### config.mk
export PLATFORM = sky130hd
export DESIGN_NAME = wdg_ctrl
export DESIGN_NICKNAME = d
export VERILOG_FILES = /design/src/rtl/wdg_pkg.sv /design/src/rtl/wdg_timebase.sv /design/src/rtl/wdg_rstgen.sv /design/src/rtl/wdg_fsm.sv /design/src/rtl/wdg_ctrl.sv
export SDC_FILE = /design/constraint.sdc
export NUM_CORES = 1
export LEC_CHECK = 0
export ABC_AREA = 1
export CORE_ASPECT_RATIO = 1.5
export CORE_MARGIN = 10
export CORE_UTILIZATION = 55
export DETAILED_ROUTE_END_ITERATION = 16
export GPL_ROUTABILITY_DRIVEN = 0
export PLACE_DENSITY = 0.77
export SYNTH_ARGS = -nofsm -noshare
export SYNTH_HDL_FRONTEND = slang
export SYNTH_SLANG_ARGS = --single-unit
### constraint.sdc
create_clock -name clk -period 2.5 [get_ports clk]
set_input_delay 0.5 -clock clk [delete_from_list [all_inputs] [get_ports clk]]
set_output_delay 0.5 -clock clk [all_outputs]
set_load 0.05 [all_outputs]
### src/rtl/wdg_pkg.sv
package wdg_pkg;
    typedef enum logic [1:0] {
        WD_OFF   = 2'd0,
        WD_ARMED = 2'd1,
        WD_FIRE  = 2'd2
    } wd_state_t;
endpackage

### src/rtl/wdg_timebase.sv
module wdg_timebase #(
    parameter int TIMEOUT = 4096
) (
    input  logic clk,
    input  logic rst_n,
    input  logic clear,
    input  logic run,
    output logic expire
);
    localparam int CW = $clog2(TIMEOUT + 1);
    localparam logic [CW-1:0] TOP = CW'(TIMEOUT - 1);

    logic [CW-1:0] cnt;
    logic          at_top;

    assign at_top = (cnt == TOP);
    assign expire = run && !clear && at_top;

    always_ff @(posedge clk or negedge rst_n) begin
        if (!rst_n)
            cnt <= '0;
        else if (clear)
            cnt <= '0;
        else if (run)
            cnt <= at_top ? '0 : cnt + 1'b1;
    end


    paused_hold_chk: assert property (@(posedge clk) disable iff (!rst_n)
        (!run && !clear) |=> $stable(cnt));


    refresh_zero_chk: assert property (@(posedge clk) disable iff (!rst_n)
        clear |=> (cnt == '0));
endmodule

### src/rtl/wdg_rstgen.sv
module wdg_rstgen #(
    parameter int PULSE = 82
) (
    input  logic clk,
    input  logic rst_n,
    input  logic firing,
    output logic pulse_done
);
    localparam int PW = $clog2(PULSE + 1);
    localparam logic [PW-1:0] LAST = PW'(PULSE - 1);

    logic [PW-1:0] pcnt;

    assign pulse_done = firing && (pcnt == LAST);

    always_ff @(posedge clk or negedge rst_n) begin
        if (!rst_n)
            pcnt <= '0;
        else if (!firing)
            pcnt <= '0;
        else
            pcnt <= pcnt + 1'b1;
    end


    pulse_hold_chk: assert property (@(posedge clk) disable iff (!rst_n)
        (firing && !pulse_done) |=> firing);


    pulse_end_chk: assert property (@(posedge clk) disable iff (!rst_n)
        pulse_done |=> !firing);
endmodule

### src/rtl/wdg_fsm.sv
module wdg_fsm
    import wdg_pkg::*;
(
    input  logic clk,
    input  logic rst_n,
    input  logic wd_cmd,
    input  logic wdh_cmd,
    input  logic perm_en,
    input  logic expire,
    input  logic pulse_done,
    output logic armed,
    output logic firing,
    output logic wdh_en
);
    wd_state_t state, state_nx;

    always_ff @(posedge clk or negedge rst_n) begin
        if (!rst_n) begin
            state  <= WD_OFF;
            wdh_en <= 1'b0;
        end else begin
            state <= state_nx;
            if (state == WD_FIRE)
                wdh_en <= 1'b0;
            else if (state == WD_ARMED && wdh_cmd)
                wdh_en <= 1'b1;
        end
    end

    always_comb begin
        state_nx = state;
        unique case (state)
            WD_OFF:   if (wd_cmd || perm_en) state_nx = WD_ARMED;
            WD_ARMED: if (expire)            state_nx = WD_FIRE;
            WD_FIRE:  if (pulse_done)        state_nx = WD_OFF;
            default:                         state_nx = WD_OFF;
        endcase
    end

    always_comb begin
        armed  = (state == WD_ARMED);
        firing = (state == WD_FIRE);
    end


    stay_armed_chk: assert property (@(posedge clk) disable iff (!rst_n)
        (state == WD_ARMED && !expire) |=> (state == WD_ARMED));


    no_early_halt_chk: assert property (@(posedge clk) disable iff (!rst_n)
        (state == WD_OFF) |-> !wdh_en);


    arm_chk: assert property (@(posedge clk) disable iff (!rst_n)
        (state == WD_OFF && wd_cmd) |=> (state == WD_ARMED));
endmodule

### src/rtl/wdg_ctrl.sv
module wdg_ctrl #(
    parameter int TIMEOUT     = 4096,
    parameter int POR_LEN     = 64,
    parameter int PULSE_EXTRA = 18
) (
    input  logic clk,
    input  logic rst_n,
    input  logic wd_cmd,
    input  logic wdh_cmd,
    input  logic perm_en,
    input  logic halt_mode,
    input  logic stop_mode,
    output logic rst_req,
    output logic flag_wr,
    output logic flag_z,
    output logic flag_s,
    output logic flag_v
);
    localparam int PULSE = POR_LEN + PULSE_EXTRA;

    logic armed, firing, wdh_en, expire, pulse_done;
    logic halt_block, stop_block, run, clear;

    assign halt_block = halt_mode && !(wdh_en || perm_en);
    assign stop_block = stop_mode && !perm_en;
    assign run        = armed && !halt_block && !stop_block;
    assign clear      = !armed || wd_cmd;

    wdg_fsm u_fsm (
        .clk        (clk),
        .rst_n      (rst_n),
        .wd_cmd     (wd_cmd),
        .wdh_cmd    (wdh_cmd),
        .perm_en    (perm_en),
        .expire     (expire),
        .pulse_done (pulse_done),
        .armed      (armed),
        .firing     (firing),
        .wdh_en     (wdh_en)
    );

    wdg_timebase #(.TIMEOUT(TIMEOUT)) u_tb (
        .clk    (clk),
        .rst_n  (rst_n),
        .clear  (clear),
        .run    (run),
        .expire (expire)
    );

    wdg_rstgen #(.PULSE(PULSE)) u_rg (
        .clk        (clk),
        .rst_n      (rst_n),
        .firing     (firing),
        .pulse_done (pulse_done)
    );

    assign rst_req = firing;
    assign flag_wr = wd_cmd;
    assign flag_z  = 1'b1;
    assign flag_s  = 1'b0;
    assign flag_v  = 1'b0;


    perm_arm_chk: assert property (@(posedge clk) disable iff (!rst_n)
        (perm_en && !armed && !firing) |=> armed);


    flag_val_chk: assert property (@(posedge clk) disable iff (!rst_n)
        wd_cmd |-> (flag_wr && flag_z && !flag_s && !flag_v));
endmodule

==> Word level (Yosys, flattened, before mapping) <==
Index checks and enable logic that the tools add are counted.
{ "word_totals": {"word_cells": 44, "reg_bits": 23, "in_bits": 7} }
{ "classes": {"n_reduce_logical": 21, "addsub": 2, "muxes": 10, "n_eq_ne": 7} }
{ "ops": {"columns": ["op", "n"], "rows": [
  ["13-bit 2-to-1 mux", 3],
  ["13-bit by 1-bit adder with 13-bit output, second input constant", 1],
  ["13-bit by 12-bit == test with 1-bit output, second input constant", 1],
  ["1-bit logical AND", 8],
  ["7-bit by 1-bit adder with 7-bit output, second input constant", 1],
  ["7-bit == test, second input constant", 1],
  ["7-bit 2-to-1 mux", 1],
  ["1-bit logical NOT", 6],
  ["2-bit 2-to-1 mux", 3],
  ["2-bit one-hot mux with 3 select lines", 1],
  ["2-bit by 1-bit != test with 1-bit output, second input constant", 2],
  ["2-bit nonzero test", 2],
  ["1-bit logical OR", 3],
  ["3-bit AND reduction", 1],
  ["2-bit by 1-bit == test with 1-bit output, second input constant", 1],
  ["2-bit == test, second input constant", 1],
  ["2-bit logical NOT", 1],
  ["1-bit 2-to-1 mux", 2],
  ["2-bit != test, second input constant", 1]
]} }

==> Longest topological paths before layout <==
Gate-level depths: netlist of run 1.
{ "logic_depth": {"word_depth": 10, "mapped_depth": 9, "mapped_depth_nobuf": 9} }

==> Hierarchy <==
From an unflattened synthesis of run 1, not the netlist that was laid out.
{ "unflattened": {"cells_unflattened": 182, "area_unflattened_um2": 1342.5} }
{ "by_module_without_submodules": {"columns": ["module", "area_per_inst_um2", "instances", "seq_area_each_um2", "cells_each"], "rows": [
  ["wdg_timebase", 779.5, 1, 325.3, 108],
  ["wdg_rstgen", 336.6, 1, 175.2, 38],
  ["wdg_fsm", 156.4, 1, 75.1, 22],
  ["wdg_ctrl", 70.1, 1, 0.0, 14]
]} }

==> Least setup slack after synthesis of run 1 <==
Ideal clock, no wire load.
{ "synth_path": {"kind": "register to output", "from": "register u_fsm.state[1]", "to": "output port rst_req", "t_arrival_ns": 0.924, "stages_incl_launch_ff": 3, "setup_slack_ns": 1.076, "required_ns": 2.000, "cell_sequence": "dfrtp_1 -> inv_1 -> nor2_2"} }
{ "synth_via": {"elab_chain_len": 1} }
{ "synth_rtl": {"columns": ["element", "line_no", "rtl"], "rows": [
  ["from (decl)", "wdg_fsm.sv:15", "wd_state_t state, state_nx;"],
  ["from (signal assigned)", "wdg_fsm.sv:22", "state <= state_nx;"],
  ["2-bit == test", "wdg_fsm.sv:42", "firing = (state == WD_FIRE);"],
  ["to (decl)", "wdg_ctrl.sv:13", "output logic rst_req,"]
]} }
Every way passes these cells.

==> Worst setup path in the final report of run 1 <==
Same ends and word-level chain as after synthesis.

==> flow_summary.yaml, run 1 <==
route:
  drtIter0Drc: 30
  wl_per_cell_um: 12.5
  num_vias: 1070
  dr.pass1.iters: 4
  drc: 0
  finalWirelength_um: 2490
  routed_via_density: 5.38
  ant_nets: 0
sta:
  tightest_slew_ps: 500
  post-route-min-period_ps: 2320
  worst_clock_skew_ps: 2.47
  timing.fmax_mhz: 431
  setup_viol: 0
  hold_viol: 0
  finalSetupTns_ps: 0
  finalMaxSlewViolations: 0
  period_share: 0.927
  max_slew_margin: 0.666
  timing.final.ws_setup_ps: 182
  rsz0062_at_grt: "no"
layout:
  design_area_mm2: 0.00144
  final_nets: 187
  layout-drive-gt1-share: 0.142
  final_common_cell: "nand2_1"
  final_cells: 199
  postLayoutCoreUtil: 0.638
  area_delta_synth_final_pct: 8.57
  n_antenna_cell: 0
  layout_common_cells: "nand2_1, inv_1, dfrtp_1, nand3_1"
run_status:
  status: "finished clean"
logic_synthesis:
  mappedNetlistArea_mm2: 0.00133
  synthDistinctLibCells: 26
  ys.flop_type: "dfrtp_1"
  synthesis.instances: 166
  ys_seq_area_frac: 0.433
  synth.avg_cell_area_um2: 8.00
  async_flop_share: 1.00
  yosys_register_bits: 23
  yosys_warnings: 0
  synth-edff-count: 0
critical_path:
  worstPathRequired_ps: 2000
  reg2reg_depth: 6
  slowest_stage: "clkdlybuf4s50_1"
  timing.rr.end: "u_tb.cnt[5]"
  r2r-start: "u_tb.cnt[0]"
  rrSetupSlack_ps: 1020
  critPathMaxFanout: 6
  critPathKind: "reg -> out"
  cp-start-kind: "flip-flop"
  worst_setup_path_end_kind: "output pin"
  crit_chain: "inv_1 > nor2_2 > clkdlybuf4s50_1"
  cp_top_family: "buffers and inverters"
  max_stage_delay_ps: 850
  worstPathArrival_ps: 1820
  cp_num_buf_inv: 2
min_path:
  hold_end: "u_rg.pcnt[0]"
  hold_class: "reg -> reg"
  holdCritStartpoint: "u_rg.pcnt[0]"
  min_path_cells: 1
cts:
  clock-sinks: 23
  cts-root-buf: "clkbuf_4"
  htree_levels: 1
  cts_hold_buffers: 0
  cts_setup_buffers: 0
  clk_pin_slew_ps: 120
  insertion_delay_ps: 300
  ctsResizeCount: 0
  clockBufferDepth: 2
  cts_tree: "built"
  cts_buffers: 3
die:
  core_mm2: 0.00226
  initial_core_util: 0.588
  pin_count: 12
  die_y_um: 80.2
  row_count: 21
  die_x_um: 60.1
  die_area_mm2: 0.00482
place:
  hpwl_um: 1970
  pre_cts_ws_ps: 512
  dp_cells: 195
  placed_area_mm2: 0.00142
  portBuffers: 8
grt:
  antenna_found_initial: 0
  grt.total_usage: 0.116
  grt_pass1_wl_um: 4530
  first_global_vias: 1074
  grt_max_degree: 24
  grt_overflow: 0
power:
  peakVddDrop_uv: 283
  powerDensity_mw_per_mm2: 399
  p_leak_nw: 0.661
flow_run:
  maxCapViolations: 0
per-stage QoR:
step | power, W | hold WS, ps
after floorplan | 0.000400 | 204
after global placement | 0.000415 | 487
after detailed placement | 0.000415 | 495
after CTS | 0.000581 | 508
after global routing | 0.000599 | 531
final | 0.000576 | 505
worst reg2reg max path, delay by kind of cell, from the launching register on:
family | cells | cell delay, ps
AO/OA/AOI/OAI | 1 | 100
flip-flops | 1 | 470
AND/OR/NAND/NOR | 4 | 560
adder cells (fa/ha/maj) | 1 | 240
per-layer routing:
metal / GRT usage / part of all wire / up-vias
met2: 0.218 / 0.56 / 9
met5: 0 / 0 / -
met4: 0.0473 / 0.014 / 0
met3: 0.0220 / 0.019 / 4
li1: - / - / 539
met1: 0.118 / 0.41 / 518
flip-flops by register name (all words and copies together), names as in the netlist:
register and flops:
u_rg.pcnt 7, u_fsm.wdh_en 1, u_fsm.state 2, u_tb.cnt 13
logic make-up (layout without fill, tap and decap cells):
| family | after synthesis | count (layout) | share of synthesized area |
|---|---|---|---|
| AND/OR/NAND/NOR | 85 | 85 | 0.319 |
| other | 2 | 3 | 0.00565 |
| XOR/XNOR | 5 | 5 | 0.0330 |
| adder cells (fa/ha/maj) | 3 | 3 | 0.0283 |
| buffers and inverters | 29 | 38 | 0.0932 |
| flip-flops | 23 | 23 | 0.433 |
| AO/OA/AOI/OAI | 19 | 19 | 0.0876 |
area by class of cell:
| cell class | instances | area (µm²) |
|---|---|---|
| fill | 205 | 817 |
| clock buffer | 4 | 26.3 |
| tap | 23 | 28.8 |
| multi-input combinational | 115 | 633 |
| sequential | 23 | 576 |
| timing repair buffer | 9 | 85.1 |
| inverter | 25 | 93.8 |
synthesized netlist by cell type (all sizes together), types with 4 or more instances:
library cell	number	area, µm²
inv	24	90.1
nand2	43	169
nand3	14	80.1
nor2	16	103
o21ai	10	65.1
nand4	4	25.0
a21oi	5	25.0
buf	4	30.0
xor2	4	35.0
dfrtp	23	576
nor3	6	35.0
power breakdown:
part           total [W]  internal, W  switching, W
clock           0.000168    0.0000622      0.000106
combinational  0.0000359    0.0000112     0.0000246
sequential      0.000372     0.000372             0
how the worst max path moves through the flow:
| stage | slack (ps) | end | depth (start not counted) | startpoint |
|---|---|---|---|---|
| finish | 180 | rst_req | 3 | u_fsm.state[1] |
| CTS | 160 | rst_req | 3 | u_fsm.state[1] |
| floorplan | 1080 | rst_req | 2 | u_fsm.state[1] |
| global placement | 550 | rst_req | 3 | u_fsm.state[1] |
| detailed placement | 510 | rst_req | 3 | u_fsm.state[1] |
| global route | 70 | rst_req | 3 | u_fsm.state[1] |
(Power assumes the default switching activity.)
==> inputs of run 2 (changes only) <==
==> constraint.sdc (replaced) <==
create_clock -name clk -period 2.5 [get_ports clk]
set_input_delay 0.5 -clock clk [delete_from_list [all_inputs] [get_ports clk]]
set_output_delay 0.5 -clock clk [all_outputs]
set_load 0.005 [all_outputs]
==> run 2 against run 1 <==
  * Via count is 1.5% lower
  * Utilization is 0.17 points higher
  * Register-to-register slack hardly changed
  * Sequential power hardly changed
  * Combinational power is 31% lower
  * Final cell count stayed put
  * Maximum frequency is 13% higher
  * Total power is 1.9% lower
  * Sequential cell count stayed put
  * Critical path depth stayed put
  * Largest power group unchanged
==> flow_summary.yaml, run 2 (synthesized netlist as in run 1, its figures left out) <==
run_status:
  status: "finished clean"
layout:
  final_nets: 187
  top_register: "u_tb.cnt"
  layout-drive-gt1-share: 0.142
  largest_registers: "u_tb.cnt (13), u_rg.pcnt (7), u_fsm.state (2)"
  area_delta_synth_final_pct: 8.85
  layout_common_cells: "nand2_1, inv_1, dfrtp_1, nand3_1, clkdlybuf4s50_1"
  final-seq-area_um2: 576
  design_area_mm2: 0.00145
  multiInputGateArea_um2: 633
  final_common_cell: "nand2_1"
  n_fill_cell: 209
  n_antenna_cell: 0
  largest_register_ffs: 13
cts:
  htree_levels: 1
  cts_tree: "built"
  ctsResizeCount: 0
  cts-root-buf: "clkbuf_4"
  cts_hold_buffers: 0
  clock-sinks: 23
  clk_pin_slew_ps: 130
  insertion_delay_ps: 310
  cts_setup_buffers: 0
  cts_buffers: 3
  clockBufferDepth: 2
sta:
  period_share: 0.819
  finalSetupTns_ps: 0
  timing.fmax_mhz: 488
  rsz0062_at_grt: "no"
  finalMaxSlewViolations: 0
  hold_viol: 0
  post-route-min-period_ps: 2050
  worst_clock_skew_ps: 14.4
  setup_viol: 0
critical_path:
  max_stage_delay_ps: 560
  reg2reg_depth: 8
  worstPathRequired_ps: 2000
  critPathKind: "reg -> out"
  cp_num_buf_inv: 2
  worst_setup_path_end_kind: "output pin"
  slowest_stage: "clkdlybuf4s50_1"
  cp_top_family: "buffers and inverters"
  critPathMaxFanout: 6
  timing.rr.end: "u_fsm.state[0]"
  crit_chain: "inv_1 > nor2_2 > clkdlybuf4s50_1"
  rrSetupSlack_ps: 1020
  cp-start-kind: "flip-flop"
  worstPathArrival_ps: 1550
  r2r-start: "u_tb.cnt[0]"
route:
  dr.pass1.iters: 4
  ant_nets: 0
  finalWirelength_um: 2610
  num_vias: 1054
  routed_via_density: 5.30
  drc: 0
  drtIter0Drc: 37
  wl_per_cell_um: 13.1
power:
  power_frac_comb: 0.044
  switchingPower_w: 0.000122
  powerDensity_mw_per_mm2: 390
  p_leak_nw: 0.662
  intPower_w: 0.000443
  seq_power_share: 0.659
  p_sw_frac: 0.215
  power_frac_clock: 0.297
  peakVddDrop_uv: 335
die:
  pin_count: 12
  core_mm2: 0.00226
  row_count: 21
  die_x_um: 60.1
  die_y_um: 80.2
  die_area_mm2: 0.00482
  initial_core_util: 0.588
place:
  hpwl_um: 2070
  portBuffers: 8
  placed_area_mm2: 0.00142
grt:
  grt.total_usage: 0.117
  grt_max_degree: 24
  grt_overflow: 0
  grt_pass1_wl_um: 4500
  antenna_found_initial: 0
  first_global_vias: 1085
min_path:
  hold_end: "u_rg.pcnt[0]"
  hold_class: "reg -> reg"
  holdCritStartpoint: "u_rg.pcnt[0]"
  min_path_cells: 1
flow_run:
  maxCapViolations: 0
## run 2: cell types whose count changed in the layout (fill, tap and decap cells not counted), sizes merged
cell / previous run / this run
clkbuf: 4 / 3
clkinv: 1 / 2
clkdlybuf4s50: 7 / 8
buf: 2 / 1
## run 2: area by class of cell
class / instances / share of cell area
Timing Repair Buffer: 9 / 0.0606
Clock buffer: 3 / 0.0156
Inverter: 25 / 0.0649
Sequential cell: 23 / 0.398
Multi-Input combinational cell: 115 / 0.438
Tap cell: 23 / 0.0199
Clock inverter: 1 / 0.00346
## run 2: worst max-delay path by stage
stage                    from            to  slack [ps]  depth (start not counted)
2_1_floorplan     u_tb.cnt[0]  u_tb.cnt[11]        1200                          8
3_3_place_gp           wd_cmd       flag_wr         490                          2
3_5_place_dp           wd_cmd       flag_wr         470                          2
4_1_cts        u_fsm.state[1]       rst_req         430                          3
5_1_grt        u_fsm.state[1]       rst_req         310                          3
6_report       u_fsm.state[1]       rst_req         450                          3
## run 2: metal layers
metal,up-vias,wire [µm],track usage
met5,-,0,0
met4,0,85,0.0653
met3,6,72,0.0205
met2,13,1460,0.221
met1,490,992,0.110
li1,545,-,-
## run 2: power by group through the flow
stage	Combinational [W]	Clock, W	Sequential [W]
after floorplan	0.00000892	0	0.000379
after global placement	0.0000248	0	0.000379
after detailed placement	0.0000251	0	0.000379
after CTS	0.0000253	0.000175	0.000372
after global routing	0.0000278	0.000186	0.000372
final	0.0000248	0.000168	0.000372
## run 2: metrics by stage
stage	total power (W)	setup WS, ps	hold slack (ps)	cells	utilization
2_1_floorplan	0.000388	1200	204	167	-
3_3_place_gp	0.000404	488	481	195	0.628
3_5_place_dp	0.000404	474	492	195	0.628
4_1_cts	0.000573	428	509	199	0.640
5_1_grt	0.000586	308	536	199	0.640
6_report	0.000565	452	510	199	0.640
## run 2: worst reg2reg max path, stage by stage, from the launching register on
cell and delay, ps:
dfrtp_1 470, ha_1 240, nand2_1 80, nor2_2 150, nand3_2 120, nor2_4 110, nand2_1 90, nand2_1 70
nand2_1 50
==> inputs of run 3 (changes only) <==
--- a/config.mk
+++ b/config.mk
@@ -8,10 +8,10 @@
 export ABC_AREA = 1
 export CORE_ASPECT_RATIO = 1.5
 export CORE_MARGIN = 10
-export CORE_UTILIZATION = 55
+export CORE_UTILIZATION = 50
 export DETAILED_ROUTE_END_ITERATION = 16
 export GPL_ROUTABILITY_DRIVEN = 0
-export PLACE_DENSITY = 0.77
+export PLACE_DENSITY = 0.74
 export SYNTH_ARGS = -nofsm -noshare
 export SYNTH_HDL_FRONTEND = slang
 export SYNTH_SLANG_ARGS = --single-unit
==> constraint.sdc (replaced) <==
create_clock -name clk -period 1.7 [get_ports clk]
set_input_delay 0.34 -clock clk [delete_from_list [all_inputs] [get_ports clk]]
set_output_delay 0.34 -clock clk [all_outputs]
set_load 0.005 [all_outputs]
==> run 3 against run 2 <==
  * Global-route usage hardly changed
  * Sequential share of layout area is 1.1 points lower
  * First-iteration DRC count decreased by 2.7%
  * Total power is 49% higher
  * Utilization decreased by 4.6 points
  * Sequential cell count is the same
  * Register-to-register slack lost 780 ps
  * Setup slack lost 220 ps
  * Wire length increased by 4.6%
  * Die area increased by 7.0%
  * Clock-buffer cell count rose by 1
==> flow_summary.yaml, run 3 (synthesized netlist as in run 1, its figures left out) <==
critical_path:
  cp_num_buf_inv: 0
  slowest_stage: "dfrtp_1"
  cp-start-kind: "flip-flop"
  max_stage_delay_ps: 470
  rrSetupSlack_ps: 240
  worst_setup_path_end_kind: "flip-flop"
  r2r-start: "u_tb.cnt[0]"
  worstPathArrival_ps: 1680
  timing.rr.end: "u_fsm.state[0]"
  critPathKind: "reg -> reg"
  critPathMaxFanout: 5
  cp_top_family: "simple AND/OR/NAND/NOR gates"
  crit_top_cell: "nand2_1"
  reg2reg_depth: 8
  crit_chain: "ha_1 > nand2_1 > nor2_2 > nand3_2 > nor2_4 > nand2_1 > nand2_1 > nand2_1"
  worstPathRequired_ps: 1920
sta:
  period_share: 0.861
  finalMaxSlewViolations: 0
  timing.final.ws_setup_ps: 237
  rsz0062_at_grt: "no"
  worst_clock_skew_ps: 0.888
  hold_viol: 0
  post-route-min-period_ps: 1460
  setup_viol: 0
  timing.fmax_mhz: 683
  holdWs_ps: 358
power:
  seq_power_share: 0.650
  p_sw_frac: 0.222
  intPower_w: 0.000655
  power_frac_comb: 0.042
  switchingPower_w: 0.000187
  powerDensity_mw_per_mm2: 565
  power_frac_clock: 0.308
  peakVddDrop_uv: 516
  p_leak_nw: 0.678
grt:
  grt_overflow: 0
  grt.total_usage: 0.117
  antenna_found_initial: 0
  first_global_vias: 1112
  grt_pass1_wl_um: 4730
  grt_max_degree: 24
cts:
  clk_pin_slew_ps: 120
  cts-root-buf: "clkbuf_4"
  cts_hold_buffers: 0
  htree_levels: 1
  clockBufferDepth: 2
  insertion_delay_ps: 310
  clock-sinks: 23
  cts_buffers: 3
  cts_tree: "built"
layout:
  design_area_mm2: 0.00149
  final_common_cell: "nand2_1"
  final_nets: 191
  final-seq-area_um2: 576
  n_antenna_cell: 0
  postLayoutCoreUtil: 0.594
  multiInputGateArea_um2: 633
  top_register: "u_tb.cnt"
  layout_common_cells: "nand2_1, inv_1, dfrtp_1, nand3_1, nor2_1"
  layout-drive-gt1-share: 0.156
  area_delta_synth_final_pct: 12.1
  n_fill_cell: 246
  largest_registers: "u_tb.cnt (13), u_rg.pcnt (7), u_fsm.state (2)"
  largest_register_ffs: 13
place:
  portBuffers: 8
  placed_area_mm2: 0.00145
  hpwl_um: 2140
  pre_cts_ws_ps: -2.99
route:
  drtIter0Drc: 36
  routed_via_density: 5.09
  finalWirelength_um: 2730
  drc: 0
  num_vias: 1100
  wl_per_cell_um: 12.6
  dr.pass1.iters: 4
  ant_nets: 0
die:
  initial_core_util: 0.530
  die_y_um: 83.1
  pin_count: 12
  core_mm2: 0.00250
  die_area_mm2: 0.00516
  row_count: 22
  die_x_um: 62.1
min_path:
  hold_class: "in -> async"
run_status:
  status: "finished clean"
flow_run:
  maxCapViolations: 0
[run 3: changes by cell type in the layout (fill, tap and decap cells not counted), sizes merged]
cell and change:
dlygate4sd2 +2, clkdlybuf4s50 -2, clkinv -1, buf +4, clkbuf +1
[run 3: worst max path at each step]
stage / cells past startpoint / slack, ps / to / start
global route: 8 / 100 / u_fsm.state[0] / u_tb.cnt[0]
global placement: 2 / 8 / flag_wr / wd_cmd
CTS: 8 / 220 / u_fsm.state[0] / u_tb.cnt[0]
detailed placement: 2 / -3 / flag_wr / wd_cmd
floorplan: 8 / 400 / u_tb.cnt[11] / u_tb.cnt[0]
finish: 8 / 240 / u_fsm.state[0] / u_tb.cnt[0]
[run 3: layer usage]
layer,GRT usage,up-vias,part of all wire
li1,-,550,-
met1,0.111,537,0.36
met2,0.216,7,0.59
met3,0.0229,6,0.023
met4,0.0569,0,0.027
met5,0,-,0
[run 3: layout make-up]
cell class,instances,area share
inverter,25,0.0630
clock buffer,4,0.0176
timing repair buffer,13,0.0773
sequential,23,0.387
tap,36,0.0303
multi-input combinational,115,0.425
[run 3: per-stage QoR]
stage                     instances  total power (W)  TNS [ps]
after CTS                       216         0.000846         0
after global routing            216         0.000870         0
after global placement          210         0.000594         0
after floorplan                 167         0.000571         0
after detailed placement        210         0.000594     -2.99
final                           216         0.000841         0
[run 3: power groups by stage]
| stage | combinational (W) | clock [W] | sequential [W] |
|---|---|---|---|
| 4_1_cts | 0.0000363 | 0.000263 | 0.000547 |
| 6_report | 0.0000352 | 0.000259 | 0.000547 |
| 3_5_place_dp | 0.0000370 | 0 | 0.000557 |
| 2_1_floorplan | 0.0000131 | 0 | 0.000558 |
| 3_3_place_gp | 0.0000365 | 0 | 0.000557 |
| 5_1_grt | 0.0000396 | 0.000283 | 0.000547 |
[run 3: repair_timing]
action | 4_1_cts | 5_1_grt
endpoints found under the hold margin | 0 | 0
resized for setup | 2 | 0
setup buffers | 2 | 0
setup endpoints to repair | 2 | 0
